### config.mk
export PLATFORM = sky130hd
export DESIGN_NAME = priv_sreg_file
export DESIGN_NICKNAME = d
export VERILOG_FILES = /design/src/rtl/sreg_pkg.sv /design/src/rtl/sreg_status.sv /design/src/rtl/sreg_trap_capture.sv /design/src/rtl/sreg_counter.sv /design/src/rtl/priv_sreg_file.sv
export SDC_FILE = /design/constraint.sdc
export NUM_CORES = 1
export LEC_CHECK = 0
export BUFFER_PORTS_ARGS = -buffer_cell sky130_fd_sc_hd__clkbuf_2
export CORE_MARGIN = 2
export CORE_UTILIZATION = 40
export CTS_BUF_LIST = sky130_fd_sc_hd__clkbuf_4 sky130_fd_sc_hd__clkbuf_8
export CTS_CLUSTER_SIZE = 28
export DETAILED_ROUTE_END_ITERATION = 10
export PLACE_DENSITY = 0.57
export RECOVER_POWER = 100
export SYNTH_ARGS = -nofsm -noshare
export SYNTH_HDL_FRONTEND = slang
export SYNTH_SLANG_ARGS = --single-unit
### constraint.sdc
create_clock -name clk -period 1.9 [get_ports clk]
set_input_delay 0.095 -clock clk [delete_from_list [all_inputs] [get_ports clk]]
set_output_delay 0.095 -clock clk [all_outputs]
set_load 0.01 [all_outputs]
### src/rtl/sreg_pkg.sv
package sreg_pkg;

   typedef enum logic [1:0] {
      REQ_IDLE = 2'd0,
      REQ_GET  = 2'd1,
      REQ_SET  = 2'd2,
      REQ_RSVD = 2'd3
   } req_kind_e;

   localparam int unsigned LVL_W      = 4;
   localparam int unsigned FLAG_W     = 4;
   localparam int unsigned FLAG_LSB   = 0;
   localparam int unsigned PRIOR_LSB  = 8;
   localparam int unsigned CUR_LSB    = 12;
   localparam int unsigned STATUS_MSB = CUR_LSB + LVL_W - 1;

   localparam int unsigned IDX_STATUS  = 0;
   localparam int unsigned IDX_TRAP_PC = 1;
   localparam int unsigned IDX_FAULT   = 2;
   localparam int unsigned IDX_SCRATCH = 3;
   localparam int unsigned IDX_COUNT   = 8;

   localparam logic [LVL_W-1:0] LVL_LOCKED = '1;
   localparam logic [LVL_W-1:0] LVL_TOP    = '0;

endpackage

### src/rtl/sreg_status.sv
module sreg_status
   import sreg_pkg::*;
#(
   parameter int unsigned DATA_W = 32
) (
   input  logic              clk,
   input  logic              rst_n,
   input  logic              wr_en,
   input  logic [DATA_W-1:0] wr_val,
   input  logic              restore,
   input  logic              trap_take,
   output logic [LVL_W-1:0]  cur_level,
   output logic [LVL_W-1:0]  prior_level,
   output logic [FLAG_W-1:0] flags,
   output logic [DATA_W-1:0] word
);

   always_ff @(posedge clk or negedge rst_n) begin
      if (!rst_n) begin
         cur_level   <= LVL_TOP;
         prior_level <= LVL_TOP;
         flags       <= '0;
      end else if (trap_take) begin
         prior_level <= cur_level;
         cur_level   <= LVL_TOP;
      end else if (wr_en) begin
         cur_level   <= wr_val[CUR_LSB +: LVL_W];
         prior_level <= wr_val[PRIOR_LSB +: LVL_W];
         flags       <= wr_val[FLAG_LSB +: FLAG_W];
      end else if (restore) begin
         cur_level   <= prior_level;
      end
   end

   always_comb begin
      word                        = '0;
      word[FLAG_LSB +: FLAG_W]    = flags;
      word[PRIOR_LSB +: LVL_W]    = prior_level;
      word[CUR_LSB +: LVL_W]      = cur_level;
   end

endmodule

### src/rtl/sreg_trap_capture.sv
module sreg_trap_capture #(
   parameter int unsigned DATA_W = 32
) (
   input  logic              clk,
   input  logic              rst_n,
   input  logic              trap_take,
   input  logic              trap_is_addr,
   input  logic [DATA_W-1:0] cur_pc,
   input  logic [DATA_W-1:0] trap_addr,
   input  logic              wr_pc_en,
   input  logic              wr_fault_en,
   input  logic [DATA_W-1:0] wr_val,
   output logic [DATA_W-1:0] trap_pc,
   output logic [DATA_W-1:0] fault_addr
);

   always_ff @(posedge clk or negedge rst_n) begin
      if (!rst_n) begin
         trap_pc <= '0;
      end else if (trap_take) begin
         trap_pc <= cur_pc;
      end else if (wr_pc_en) begin
         trap_pc <= wr_val;
      end
   end

   always_ff @(posedge clk or negedge rst_n) begin
      if (!rst_n) begin
         fault_addr <= '0;
      end else if (trap_take) begin
         if (trap_is_addr) fault_addr <= trap_addr;
      end else if (wr_fault_en) begin
         fault_addr <= wr_val;
      end
   end

endmodule

### src/rtl/sreg_counter.sv
module sreg_counter #(
   parameter int unsigned DATA_W  = 32,
   parameter int unsigned COUNT_W = 32
) (
   input  logic              clk,
   input  logic              rst_n,
   input  logic              wr_en,
   input  logic [DATA_W-1:0] wr_val,
   input  logic              tick,
   output logic [DATA_W-1:0] value
);

   logic [COUNT_W-1:0] cnt_q;
   logic [COUNT_W-1:0] cnt_load;

   generate
      if (COUNT_W == DATA_W) begin : g_full
         assign cnt_load = wr_val;
         assign value    = cnt_q;
      end else begin : g_narrow
         assign cnt_load = wr_val[COUNT_W-1:0];
         assign value    = {{(DATA_W-COUNT_W){1'b0}}, cnt_q};
      end
   endgenerate

   always_ff @(posedge clk or negedge rst_n) begin
      if (!rst_n) begin
         cnt_q <= '0;
      end else if (wr_en) begin
         cnt_q <= cnt_load;
      end else if (tick) begin
         cnt_q <= cnt_q + COUNT_W'(1);
      end
   end

endmodule

### src/rtl/priv_sreg_file.sv
module priv_sreg_file
   import sreg_pkg::*;
#(
   parameter int unsigned DATA_W  = 32,
   parameter int unsigned IDX_W   = 4,
   parameter int unsigned COUNT_W = 32
) (
   input  logic              clk,
   input  logic              rst_n,
   input  logic [1:0]        req_kind,
   input  logic [IDX_W-1:0]  req_idx,
   input  logic [DATA_W-1:0] req_wdata,
   input  logic              req_reg_zero,
   input  logic              trap_event,
   input  logic              trap_is_addr,
   input  logic [DATA_W-1:0] cur_pc,
   input  logic [DATA_W-1:0] trap_addr,
   input  logic              memref_strobe,
   output logic [DATA_W-1:0] rd_data,
   output logic              pc_load,
   output logic              priv_trap
);

   localparam int unsigned NUM_IDX = 1 << IDX_W;

   generate
      if (DATA_W <= STATUS_MSB) begin : g_bad_data_w
         $error("priv_sreg_file: DATA_W too small for the status word");
      end
      if (IDX_W < 4) begin : g_bad_idx_w
         $error("priv_sreg_file: IDX_W must reach index 8");
      end
      if (COUNT_W == 0 || COUNT_W > DATA_W) begin : g_bad_count_w
         $error("priv_sreg_file: COUNT_W must be 1..DATA_W");
      end
   endgenerate

   logic [LVL_W-1:0]  cur_level;
   logic [LVL_W-1:0]  prior_level;
   logic [FLAG_W-1:0] flags;
   logic [DATA_W-1:0] status_word;
   logic [DATA_W-1:0] trap_pc_q;
   logic [DATA_W-1:0] fault_q;
   logic [DATA_W-1:0] scratch_q;
   logic [DATA_W-1:0] count_val;

   logic              is_access;
   logic              locked;
   logic              exec_get;
   logic              exec_set;
   logic [DATA_W-1:0] set_val;
   logic [NUM_IDX-1:0] idx_hit;
   logic [DATA_W-1:0] rd_mux;

   assign is_access = (req_kind == REQ_GET || req_kind == REQ_SET) && !trap_event;
   assign locked    = (cur_level == LVL_LOCKED);
   assign exec_get  = is_access && !locked && (req_kind == REQ_GET);
   assign exec_set  = is_access && !locked && (req_kind == REQ_SET);
   assign set_val   = req_reg_zero ? '0 : req_wdata;

   generate
      for (genvar i = 0; i < NUM_IDX; i++) begin : g_dec
         assign idx_hit[i] = (req_idx == IDX_W'(i));
      end
   endgenerate

   sreg_status #(.DATA_W(DATA_W)) u_status (
      .clk         (clk),
      .rst_n       (rst_n),
      .wr_en       (exec_set && idx_hit[IDX_STATUS]),
      .wr_val      (set_val),
      .restore     (exec_get && req_reg_zero),
      .trap_take   (trap_event),
      .cur_level   (cur_level),
      .prior_level (prior_level),
      .flags       (flags),
      .word        (status_word)
   );

   sreg_trap_capture #(.DATA_W(DATA_W)) u_trap (
      .clk          (clk),
      .rst_n        (rst_n),
      .trap_take    (trap_event),
      .trap_is_addr (trap_is_addr),
      .cur_pc       (cur_pc),
      .trap_addr    (trap_addr),
      .wr_pc_en     (exec_set && idx_hit[IDX_TRAP_PC]),
      .wr_fault_en  (exec_set && idx_hit[IDX_FAULT]),
      .wr_val       (set_val),
      .trap_pc      (trap_pc_q),
      .fault_addr   (fault_q)
   );

   sreg_counter #(.DATA_W(DATA_W), .COUNT_W(COUNT_W)) u_count (
      .clk    (clk),
      .rst_n  (rst_n),
      .wr_en  (exec_set && idx_hit[IDX_COUNT]),
      .wr_val (set_val),
      .tick   (memref_strobe),
      .value  (count_val)
   );

   always_ff @(posedge clk or negedge rst_n) begin
      if (!rst_n) begin
         scratch_q <= '0;
      end else if (exec_set && idx_hit[IDX_SCRATCH]) begin
         scratch_q <= set_val;
      end
   end

   always_comb begin
      rd_mux = '0;
      if (idx_hit[IDX_STATUS])  rd_mux = status_word;
      if (idx_hit[IDX_TRAP_PC]) rd_mux = trap_pc_q;
      if (idx_hit[IDX_FAULT])   rd_mux = fault_q;
      if (idx_hit[IDX_SCRATCH]) rd_mux = scratch_q;
      if (idx_hit[IDX_COUNT])   rd_mux = count_val;
   end

   always_ff @(posedge clk or negedge rst_n) begin
      if (!rst_n) begin
         rd_data   <= '0;
         pc_load   <= 1'b0;
         priv_trap <= 1'b0;
      end else begin
         rd_data   <= exec_get ? rd_mux : '0;
         pc_load   <= exec_get && req_reg_zero;
         priv_trap <= is_access && locked;
      end
   end

endmodule

==> reports/results.txt <==
Clock network power share -> 30.3%
Routed via count -> 7521
WL final -> 26.84 mm
Post-Syn Nets -> 1015
DP Wirelength -> 19.39 mm
Die Wd -> 151.9 um
Area of the mapped netlist -> 8753 um^2
IO buf count -> 141
Critical Path, Cell by Cell -> nand4_2 > nor3_1 > and4_1 > xnor2_1 > mux2i_1
Worst-path clk slew -> 0.10 ns
First-pass GRT wire length -> 41.92 mm
Final ANT Viol Nets -> 0
Hold EP -> u_count.value[29]
Placed cell count -> 1307
Most used DFF post-synth -> dfrtp_1
CTS tree -> done
Largest net degree at the start of global routing -> 66
Remaining Overflow, GRT -> 0
Fin cells -> 1408
Switching power -> 0.002488 W
Setup Skew -> 0.01217 ns
Synth Area in Adders -> 0.4288%
Crit path time final -> 1.794 ns
Synth Register Bits -> 174
Drc violations -> 0
Hold crit path type -> input port to flop
WHS -> 0.02614 ns
Total Routing Usage GR -> 23.38%
Initial antenna violation count -> 1
Hold depth -> 3
1st-iter DRT viols -> 576
H-tree levels -> 4
Required time of the critical path -> 2.23 ns
GP Congestion -> 0.8458
Switching share of total power -> 30.21%
Most common cell after layout, fill and taps aside -> dfrtp_1
Final setup viols -> 0
Clock latency at the later pin of the worst-skew pair -> 0.46 ns
Maximum clock path buffer count -> 2
# Max-Cap Violations -> 0
Worst R2R End -> u_count.value[11]
Drt first pass iters -> 6
Post-layout nets -> 1227
Row count -> 54
Slew of the pin with the lowest slew margin -> 1.376 ns
Peak supply drop -> 488.9 uV
Final Cycle Share -> 94.44%
Post-Synthesis Cells -> 904
Clock sink total -> 174
Post-synthesis sequential area ratio -> 49.74%
Internal power -> 0.005747 W
CP max stage delay -> 0.51 ns
Ys async rst share -> 100.0%
Simple-gate portion of the synthesized area -> 19.35%
Unrepaired setup endpoints after global routing -> no
Comb power frac -> 17.6%
Fin. Hold Viols -> 0
Worst reg2reg path startpoint -> u_count.value[2]
Slew Viols, Final -> 0
Relative slew slack -> 8.287%
Area Overhead vs Synth -> 25.43%
PD cells -> 750.0 nW/um^2
Post-CTS sizing -> 0
DR vias/cell -> 5.342
I/O pin count -> 142
Largest family of logic cells by synthesized area -> simple AND/OR/NAND/NOR gates
Core Area -> 21620 um^2
Startpoint of the worst hold path -> req_wdata[29]
Post-route setup TNS -> 0 ns
Cell count of the worst reg-to-reg path -> 5
Yosys warning total -> 0
Vias in the first global route -> 7234
CP max FO -> 5
Critical Path Sink Type -> flop
R2R Setup Slk -> 0.11 ns
Die footprint -> 23080 um^2
XOR/XNOR Fraction of Synth Area -> 3.102%
Die H -> 151.9 um
Wire per inst -> 19.06 um
Worst Setup Start Kind -> flop
Flop pwr share -> 52.0%
Commonest cells after routing, fill and taps aside -> dfrtp_1 (174), clkbuf_2 (111), nor2_1 (106)
Post-synth EDFFs -> 0
Compound-gate portion of the synthesized area -> 16.88%
Critical path arrival -> 2.13 ns
Clock Root Buffer -> clkbuf_8
Netlist cell types -> 45
Worst setup path class -> flop to flop
Static Leak -> 4.969 nW
Max Fclk -> 557.3 MHz
Share of layout cells above drive strength 1 -> 19.95%
Syn Area/Cell -> 9.683 um^2
Post-synthesis mux area share -> 6.618%
CTS buffer count -> 17
Antenna diodes -> 0
CP max stage cell -> nor3_1
Status -> finished, final reports clean
Initial core utilization -> 40.49%
==> final cells by class <==
cell class | count | area (um^2)
Timing Repair Buffer | 263 | 1833
Fill cell | 2057 | 10640
Tap cell | 280 | 350.3
Sequential cell | 174 | 4354
Clock inverter | 14 | 133.9
Multi-Input combinational cell | 653 | 4048
Inverter | 7 | 26.28
Clock buffer | 17 | 234.0
==> stage by stage <==
stage	utilization [%]	setup slack, ns	total power, W	cell area [um^2]
finish	50.78	0.1057	0.008235	10980
global route	50.78	0.02042	0.008648	10980
CTS	51.39	0.1068	0.008289	11110
detailed placement	46.45	0.01498	0.005702	10040
global placement	46.45	0.03864	0.005682	10040
floorplan	-	0.2129	0.005099	8753
==> critical path: cells and delay by family, from the launching register on <==
kind          cells  cell delay, ns
mux               1            0.08
flops             1            0.44
simple gates      3            1.03
xor+xnor          1            0.11
==> worst max-delay path by stage <==
stage / from / endpoint / cells after the start
2_1_floorplan: req_kind[0] / u_trap.trap_pc[19] / 9
3_3_place_gp: req_kind[0] / u_trap.fault_addr[18] / 11
3_5_place_dp: req_kind[0] / u_trap.trap_pc[8] / 9
4_1_cts: u_count.value[0] / u_count.value[12] / 6
5_1_grt: u_status.cur_level[2] / u_trap.trap_pc[4] / 7
6_report: u_count.value[2] / u_count.value[11] / 5
==> power groups by stage <==
stage          logic (W)  clock network [W]  registers [W]
3_3_place_gp     0.00133                  0        0.00436
6_report         0.00145            0.00250        0.00429
3_5_place_dp     0.00135                  0        0.00436
4_1_cts          0.00147            0.00254        0.00428
5_1_grt          0.00161            0.00271        0.00433
2_1_floorplan   0.000814                  0        0.00429
==> cells by family (layout without fill, tap and decap cells) <==
| family | Yosys count | after routing |
|---|---|---|
| and+or+nand+nor | 338 | 338 |
| AOI/OAI and AO/OA | 231 | 231 |
| DFF | 174 | 174 |
| buffers and inverters | 77 | 301 |
| muxes | 50 | 50 |
| xor gates and xnor gates | 31 | 31 |
| adders and majority gates | 3 | 3 |
==> layer usage <==
metal / part of all wire, % / wire, um / global-route usage [%] / vias to the layer above
li1: - / - / - / 3618
met4: 0.86 / 232 / 4.895 / 2
met3: 5.8 / 1561 / 4.250 / 17
met5: 0.048 / 13 / 0 / -
met2: 43 / 11610 / 33.74 / 218
met1: 50 / 13430 / 36.63 / 3666
==> flip-flops by register name, indices dropped and copies added (netlist names), 4 cells and up <==
name                  cells
rd_data                  32
scratch_q                32
u_count.value            32
u_trap.fault_addr        32
u_trap.trap_pc           32
u_status.cur_level        4
u_status.flags            4
u_status.prior_level      4
==> synthesized netlist by cell type (5+ instances only) <==
cell type	n	area share [%]
buf_2	19	1.1
nand2_1	103	4.4
a21oi_1	65	3.7
nor2_1	106	4.5
dfrtp_1	174	50
a22o_1	21	2.1
nand4_1	9	0.64
clkbuf_1	38	1.6
o211ai_1	27	2.3
xor2_1	23	2.3
nor2b_1	6	0.43
buf_4	5	0.43
o21ai_1	15	0.86
nand3b_1	28	2.4
a22oi_1	28	2.4
and3_1	8	0.57
a221o_1	7	0.80
xnor2_1	8	0.80
nor3b_1	5	0.43
o21ai_0	52	3.0
buf_1	7	0.30
nand3_1	21	1.2
nor3_1	5	0.29
nand2b_1	32	2.3
mux2i_1	23	2.6
inv_1	7	0.30
mux2_2	23	3.0
==> what timing repair did <==
item	in CTS	in global routing
hold buffers	70	0
endpoints found under the hold margin	159	0
setup endpoints to repair	0	0
setup buffers	0	0
(Power assumes the default switching activity.)
